`src/rtl/seq_pkg.sv`:
```
package seq_pkg;

  typedef enum logic [2:0] {
    ST_SLEEP,
    ST_WAKE,
    ST_READY,
    ST_PULSE,
    ST_WAIT_BUSY,
    ST_CONVERT
  } seqState_t;

  // Strobes from control to datapath
  typedef struct packed {
    logic loadWake;
    logic runWake;
    logic loadPulse;
    logic runPulse;
    logic clearIdle;
    logic runIdle;
  } seqStrobe_t;

  // Status from datapath to control
  typedef struct packed {
    logic wakeDone;
    logic pulseDone;
    logic busySync;
    logic idleLong;
    logic firstWake;
  } seqStatus_t;

endpackage

```
`src/rtl/seq_datapath.sv`:
```
module seq_datapath
  import seq_pkg::*;
#(
  parameter int WAKE_SHORT_CYC   = 400,
  parameter int WAKE_LONG_CYC    = 2000,
  parameter int WAKE_POWERUP_CYC = 1200000,
  parameter int IDLE_LONG_CYC    = 200000,
  parameter int CONV_PULSE_CYC   = 4,
  parameter int SYNC_STAGES      = 2
) (
  input  logic       clk,
  input  logic       rstN,
  input  logic       busyIn,
  input  seqStrobe_t strb,
  output seqStatus_t stat
);

  localparam int WAKE_MAX_A = (WAKE_SHORT_CYC > WAKE_LONG_CYC) ? WAKE_SHORT_CYC : WAKE_LONG_CYC;
  localparam int WAKE_MAX   = (WAKE_MAX_A > WAKE_POWERUP_CYC) ? WAKE_MAX_A : WAKE_POWERUP_CYC;
  localparam int WAKE_W     = $clog2(WAKE_MAX + 1);
  localparam int IDLE_W     = $clog2(IDLE_LONG_CYC + 1);
  localparam int PULSE_W    = $clog2(CONV_PULSE_CYC + 1);

  // Busy synchronizer, depth chosen by parameter (0 = pass-through)
  logic syncChain [SYNC_STAGES+1];
  assign syncChain[0] = busyIn;

  generate
    for (genvar i = 0; i < SYNC_STAGES; i++) begin : g_sync
      always_ff @(posedge clk) begin
        if (!rstN) syncChain[i+1] <= 1'b0;
        else       syncChain[i+1] <= syncChain[i];
      end
    end
  endgenerate

  // Idle-time measurement, saturating at the long-idle limit
  logic [IDLE_W-1:0] idleCnt;
  logic              idleSat;
  assign idleSat = (idleCnt == IDLE_W'(IDLE_LONG_CYC));

  always_ff @(posedge clk) begin
    if (!rstN)                     idleCnt <= '0;
    else if (strb.clearIdle)       idleCnt <= '0;
    else if (strb.runIdle && !idleSat) idleCnt <= idleCnt + 1'b1;
  end

  // Power-up marker: set by reset, cleared by the first wake
  logic firstWake;
  always_ff @(posedge clk) begin
    if (!rstN)              firstWake <= 1'b1;
    else if (strb.loadWake) firstWake <= 1'b0;
  end

  // Wake-up length selection and down-counter
  logic [WAKE_W-1:0] wakeLoad;
  logic [WAKE_W-1:0] wakeCnt;

  always_comb begin
    if (firstWake)    wakeLoad = WAKE_W'(WAKE_POWERUP_CYC - 1);
    else if (idleSat) wakeLoad = WAKE_W'(WAKE_LONG_CYC - 1);
    else              wakeLoad = WAKE_W'(WAKE_SHORT_CYC - 1);
  end

  always_ff @(posedge clk) begin
    if (!rstN)                              wakeCnt <= '0;
    else if (strb.loadWake)                 wakeCnt <= wakeLoad;
    else if (strb.runWake && wakeCnt != '0) wakeCnt <= wakeCnt - 1'b1;
  end

  // Convert-start pulse width counter
  logic [PULSE_W-1:0] pulseCnt;
  always_ff @(posedge clk) begin
    if (!rstN)                                pulseCnt <= '0;
    else if (strb.loadPulse)                  pulseCnt <= PULSE_W'(CONV_PULSE_CYC - 1);
    else if (strb.runPulse && pulseCnt != '0) pulseCnt <= pulseCnt - 1'b1;
  end

  assign stat.wakeDone  = (wakeCnt == '0);
  assign stat.pulseDone = (pulseCnt == '0);
  assign stat.busySync  = syncChain[SYNC_STAGES];
  assign stat.idleLong  = idleSat;
  assign stat.firstWake = firstWake;

  // idle counter never passes its limit
  assert_idle_saturate_R4: assert property (@(posedge clk) disable iff (!rstN)
    idleCnt <= IDLE_W'(IDLE_LONG_CYC));

  // at most one load strobe per cycle
  assert_single_load_R5: assert property (@(posedge clk) disable iff (!rstN)
    $onehot0({strb.loadWake, strb.loadPulse, strb.clearIdle}));

  // power-up length is used only once after reset
  assert_first_wake_once_R2: assert property (@(posedge clk) disable iff (!rstN)
    strb.loadWake |=> !firstWake);

endmodule

```
`src/rtl/seq_ctrl.sv`:
```
module seq_ctrl
  import seq_pkg::*;
(
  input  logic       clk,
  input  logic       rstN,
  input  logic       sampleTick,
  input  seqStatus_t stat,
  output seqStrobe_t strb,
  output logic       standbyN,
  output logic       convStartN,
  output logic       overrunFlag
);

  seqState_t state, stateNext;

  always_comb begin
    stateNext = state;
    strb      = '0;
    unique case (state)
      ST_SLEEP: begin
        strb.runIdle = 1'b1;
        if (sampleTick) begin
          strb.loadWake = 1'b1;
          stateNext     = ST_WAKE;
        end
      end
      ST_WAKE: begin
        if (stat.wakeDone) stateNext = ST_READY;
        else               strb.runWake = 1'b1;
      end
      ST_READY: begin
        strb.loadPulse = 1'b1;
        stateNext      = ST_PULSE;
      end
      ST_PULSE: begin
        if (stat.pulseDone) stateNext = ST_WAIT_BUSY;
        else                strb.runPulse = 1'b1;
      end
      ST_WAIT_BUSY: begin
        if (stat.busySync) stateNext = ST_CONVERT;
      end
      ST_CONVERT: begin
        if (!stat.busySync) begin
          strb.clearIdle = 1'b1;
          stateNext      = ST_SLEEP;
        end
      end
      default: stateNext = ST_SLEEP;
    endcase
  end

  always_ff @(posedge clk) begin
    if (!rstN) state <= ST_SLEEP;
    else       state <= stateNext;
  end

  // Sticky overrun: request seen outside standby
  always_ff @(posedge clk) begin
    if (!rstN)                                overrunFlag <= 1'b0;
    else if (sampleTick && state != ST_SLEEP) overrunFlag <= 1'b1;
  end

  assign standbyN   = (state != ST_SLEEP);
  assign convStartN = (state != ST_PULSE);

  // a pulse begins only from the ready state
  assert_pulse_from_ready_R5: assert property (@(posedge clk) disable iff (!rstN)
    (state == ST_PULSE && $past(state) != ST_PULSE) |-> $past(state) == ST_READY);

  // overrun is sticky
  assert_overrun_sticky_R7: assert property (@(posedge clk) disable iff (!rstN)
    overrunFlag |=> overrunFlag);

  // overrun rises only for a request outside standby
  assert_overrun_cause_R8: assert property (@(posedge clk) disable iff (!rstN)
    $rose(overrunFlag) |-> ($past(sampleTick) && $past(state) != ST_SLEEP));

endmodule

```
`src/rtl/adc_standby_sequencer.sv`:
```
module adc_standby_sequencer
  import seq_pkg::*;
#(
  parameter int WAKE_SHORT_CYC   = 400,
  parameter int WAKE_LONG_CYC    = 2000,
  parameter int WAKE_POWERUP_CYC = 1200000,
  parameter int IDLE_LONG_CYC    = 200000,
  parameter int CONV_PULSE_CYC   = 4,
  parameter int SYNC_STAGES      = 2
) (
  input  logic clk,
  input  logic rstN,
  input  logic sampleTick,
  input  logic busyIn,
  output logic standbyN,
  output logic convStartN,
  output logic overrunFlag
);

  seqStrobe_t strb;
  seqStatus_t stat;

  seq_ctrl u_ctrl (
    .clk         (clk),
    .rstN        (rstN),
    .sampleTick  (sampleTick),
    .stat        (stat),
    .strb        (strb),
    .standbyN    (standbyN),
    .convStartN  (convStartN),
    .overrunFlag (overrunFlag)
  );

  seq_datapath #(
    .WAKE_SHORT_CYC   (WAKE_SHORT_CYC),
    .WAKE_LONG_CYC    (WAKE_LONG_CYC),
    .WAKE_POWERUP_CYC (WAKE_POWERUP_CYC),
    .IDLE_LONG_CYC    (IDLE_LONG_CYC),
    .CONV_PULSE_CYC   (CONV_PULSE_CYC),
    .SYNC_STAGES      (SYNC_STAGES)
  ) u_dp (
    .clk    (clk),
    .rstN   (rstN),
    .busyIn (busyIn),
    .strb   (strb),
    .stat   (stat)
  );

  // convert start only while awake
  assert_convst_awake_R5: assert property (@(posedge clk) disable iff (!rstN)
    !convStartN |-> standbyN);

  // standby entered only once busy is low
  assert_sleep_after_busy_R6: assert property (@(posedge clk) disable iff (!rstN)
    $fell(standbyN) |-> !busyIn);

endmodule

```
`config.mk`:
```
export PLATFORM = sky130hd
export DESIGN_NAME = adc_standby_sequencer
export DESIGN_NICKNAME = d
export VERILOG_FILES = /design/src/rtl/seq_pkg.sv /design/src/rtl/seq_datapath.sv /design/src/rtl/seq_ctrl.sv /design/src/rtl/adc_standby_sequencer.sv
export SDC_FILE = /design/constraint.sdc
export NUM_CORES = 1
export LEC_CHECK = 0
export BUFFER_PORTS_ARGS = -buffer_cell sky130_fd_sc_hd__buf_2
export CORE_MARGIN = 5
export CORE_UTILIZATION = 60
export DETAILED_ROUTE_END_ITERATION = 8
export PLACE_DENSITY = 0.77
export SKIP_LAST_GASP = 1
export SLEW_MARGIN = 15
export SYNTH_ARGS = -nofsm -noshare
export SYNTH_HDL_FRONTEND = slang
export SYNTH_SLANG_ARGS = --single-unit
```
`constraint.sdc`:
```
create_clock -name clk -period 5.4 [get_ports clk]
set_input_delay 0.81 -clock clk [delete_from_list [all_inputs] [get_ports clk]]
set_output_delay 0.81 -clock clk [all_outputs]
set_load 0.01 [all_outputs]
```
==> results.json <==
{
  "outcome": "finished, final reports clean",
  "pwr-share-clk_pct": 35.8,
  "drt-initial-drc-count": 207,
  "ys.flop_type": "dfxtp_1",
  "synth_area_um2": 2485,
  "wl_met3_um": 226,
  "cp-start-kind": "flop",
  "critPathKind": "flop to flop",
  "hold_depth": 1,
  "ir_drop_uv": 209.3,
  "pwr-share-seq_pct": 48.4,
  "arrival_ps": 2690,
  "dpl_cell_area_um2": 2532,
  "maxUsedRoutingLayer": "met4",
  "power.density_nw_per_um2": 316.1,
  "slew-limit-headroom_pct": 49.21,
  "hold_viol_final": 0,
  "p_sw_share_pct": 26.65,
  "dp_hpwl_um": 3568,
  "grt_antenna_before_repair": 0,
  "place_inst": 340,
  "met1_length_um": 2401,
  "wl_met2_um": 2251,
  "die-area_um2": 5529,
  "post_cts_buffers": 0,
  "wl_um": 4964,
  "seq_area_frac_synth_pct": 39.48,
  "hold_path.class": "flop to flop",
  "fill_cells": 339,
  "fin_cells": 348,
  "period_share_pct": 45.77,
  "cts_hold_buf": 0,
  "grt_overflow": 0,
  "power.share.combinational_pct": 15.8,
  "cts.repair.resized": 0,
  "ys_ff_latch": 49,
  "dr_total_vias": 2100,
  "reg2reg_depth": 7,
  "ant_nets": 0,
  "grt_pass1_vias": 1929,
  "internal_power_mw": 0.6183,
  "cp-end-kind": "flop",
  "finalSetupTns_ps": 0,
  "power.switching_mw": 0.2246,
  "drt_pass1_iterations": 4,
  "tightest_slew_ps": 754.9,
  "cts.sinks": 49,
  "fmax_mhz": 404.6,
  "r2r_setup_slack_ps": 2930,
  "syn_avg_cell_area_um2": 8.452,
  "worst_path_max_delay_cell": "or3b_2",
  "async_reset_ff_share_pct": 0,
  "clk_path_buf_depth": 2,
  "postSynthCellCount": 294,
  "p_leak_nw": 0.9162,
  "core_um2": 4000,
  "diodes": 0,
  "fin_nets": 307,
  "grt_pass1_wl_um": 8597,
  "crit_required_ps": 5620,
  "track_usage_pct": 20.01,
  "worstSkewPairLatency_ps": 300,
  "synth_edf_count": 0,
  "path_clk_slew_ps": 90,
  "initial_core_util_pct": 62.12,
  "path_cells": "inv_1 > ha_1 > or3b_2 > nor2_1 > o2111ai_2 > or4_1 > a31oi_1",
  "synthDistinctLibCells": 49,
  "drive_above_1_share_pct": 8.725,
  "drv_cap": 0,
  "dieHeight_um": 74.36,
  "ys.warnings.count": 0,
  "numCtsBuffers": 5,
  "cts_root_buf": "clkbuf_8",
  "post-route-drc-count": 0,
  "drv_slew": 0,
  "stdcell_area_um2": 2666,
  "grt_max_degree": 20,
  "finalPower_mw": 0.8429,
  "cts-htree-levels": 2,
  "seqCellArea_um2": 980.9,
  "io_pins": 7,
  "die_w_um": 74.36,
  "crit_fanout": 7,
  "multi_input_comb_area_um2": 1403,
  "rsz0062_at_grt": "no",
  "max_stage_delay_ps": 520,
  "portBuffers": 6,
  "synthToLayoutAreaGrowth_pct": 7.301,
  "cts_tree": "built",
  "syn_nets": 304,
  "setup_viol": 0,
  "period_minus_slack_ps": 2471,
  "row_count": 23,
  "clock_skew_ps": 7.174,
  "wl_per_cell_um": 14.26,
  "drt-vias-per-instance": 6.034,
  "gp_congestion": 0.8703
}
==> stage by stage <==
step | setup WS, ps | hold slack, ps | util, %
3_3_place_gp | 2942 | 447.7 | 63.31
5_1_grt | 2715 | 508.1 | 66.66
4_1_cts | 2955 | 469.4 | 66.66
2_1_floorplan | 3209 | 411.8 | -
6_report | 2929 | 465.3 | 66.66
3_5_place_dp | 2891 | 447.9 | 63.31
==> cell type report <==
| class | instances | share of cell area, % |
|---|---|---|
| Clock buffer | 5 | 2.581 |
| Clock inverter | 3 | 2.440 |
| Inverter | 15 | 2.112 |
| Multi-Input combinational cell | 220 | 52.60 |
| Sequential cell | 49 | 36.79 |
| Tap cell | 50 | 2.346 |
| Timing Repair Buffer | 6 | 1.126 |
==> final timing paths <==
path,from,end
max,u_dp.wakeCnt[0],u_dp.wakeCnt[14]
min,u_dp.syncChain[1],u_dp.stat[2]
max reg2reg,u_dp.wakeCnt[0],u_dp.wakeCnt[14]
min reg2reg,u_dp.syncChain[1],u_dp.stat[2]
==> cell usage after synthesis (5+ instances only) <==
library cell	n	area share, %
a31oi_1	5	1.3
o21ai_0	11	2.2
clkbuf_1	9	1.4
nor3_1	14	2.8
or4_1	9	2.7
nand2_1	16	2.4
xor2_1	9	3.2
nand4_1	5	1.3
inv_1	15	2.3
nor2_1	34	5.1
a21oi_1	24	4.8
dfxtp_1	49	39
ha_1	6	3.0
and2_1	7	1.8
nand3_1	8	1.6
o211ai_1	6	1.8
or3_1	8	2.0
xnor2_1	9	3.2
==> cells by family (layout without fill, tap and decap cells) <==
| group | Yosys count | after routing | share of synthesized area, % |
|---|---|---|---|
| and+or+nand+nor | 121 | 121 | 26.13 |
| AOI/OAI and AO/OA | 72 | 72 | 19.64 |
| DFF | 49 | 49 | 39.48 |
| buffers and inverters | 25 | 29 | 4.078 |
| xor gates and xnor gates | 18 | 18 | 6.345 |
| adders and majority gates | 6 | 6 | 3.021 |
| muxes | 3 | 3 | 1.309 |
==> state kept, by name, indices dropped and copies added, names as in the netlist <==
signal,count
u_dp.firstWake,1
u_dp.idleCnt,18
u_dp.syncChain,1
u_ctrl.state,3
u_dp.pulseCnt,3
u_ctrl.overrunFlag,1
u_dp.stat,1
u_dp.wakeCnt,21
==> routing by layer <==
layer / vias to the layer above / GRT usage [%]
met1: 959 / 26.41
met3: 9 / 4.730
li1: 1085 / -
met4: 0 / 7.905
met5: - / 0
met2: 47 / 31.69
==> worst max-delay path, delay by kind of cell (launching register included) <==
kind	cells	cell delay, ps
buf+inv	1	90
compound gates	2	480
simple gates	3	1290
fa+ha+maj	1	190
flops	1	350
==> power by group through the flow <==
| stage | combinational (mW) | sequential [mW] | clock (mW) |
|---|---|---|---|
| floorplan | 0.112 | 0.408 | 0 |
| global placement | 0.130 | 0.414 | 0 |
| detailed placement | 0.131 | 0.415 | 0 |
| CTS | 0.132 | 0.407 | 0.310 |
| global route | 0.151 | 0.412 | 0.327 |
| finish | 0.133 | 0.408 | 0.302 |
==> cells in the final DEF (no fill, tap or decap), types with 2 or more instances in the layout <==
cell type and instances:
a31oi_1 5, nor3_1 14, o21a_1 2, nand3_1 8
inv_1 15, dfxtp_1 49, mux2_2 2, o31ai_1 4
buf_2 6, nor4_1 4, a2111oi_1 3, a21oi_1 24
or3_1 8, a221oi_1 2, a211oi_1 2, and2_1 7
bufinv_16 2, o211ai_1 6, ha_1 6, xor2_1 9
or4_1 9, nor2_1 34, xnor2_1 9, a41o_1 2
nand4_1 5, nand2b_1 3, clkbuf_8 5, nand2_1 16
nor4b_1 4, o21ai_0 11, a311oi_1 2
No activity file was read; power rests on OpenSTA's default activity.
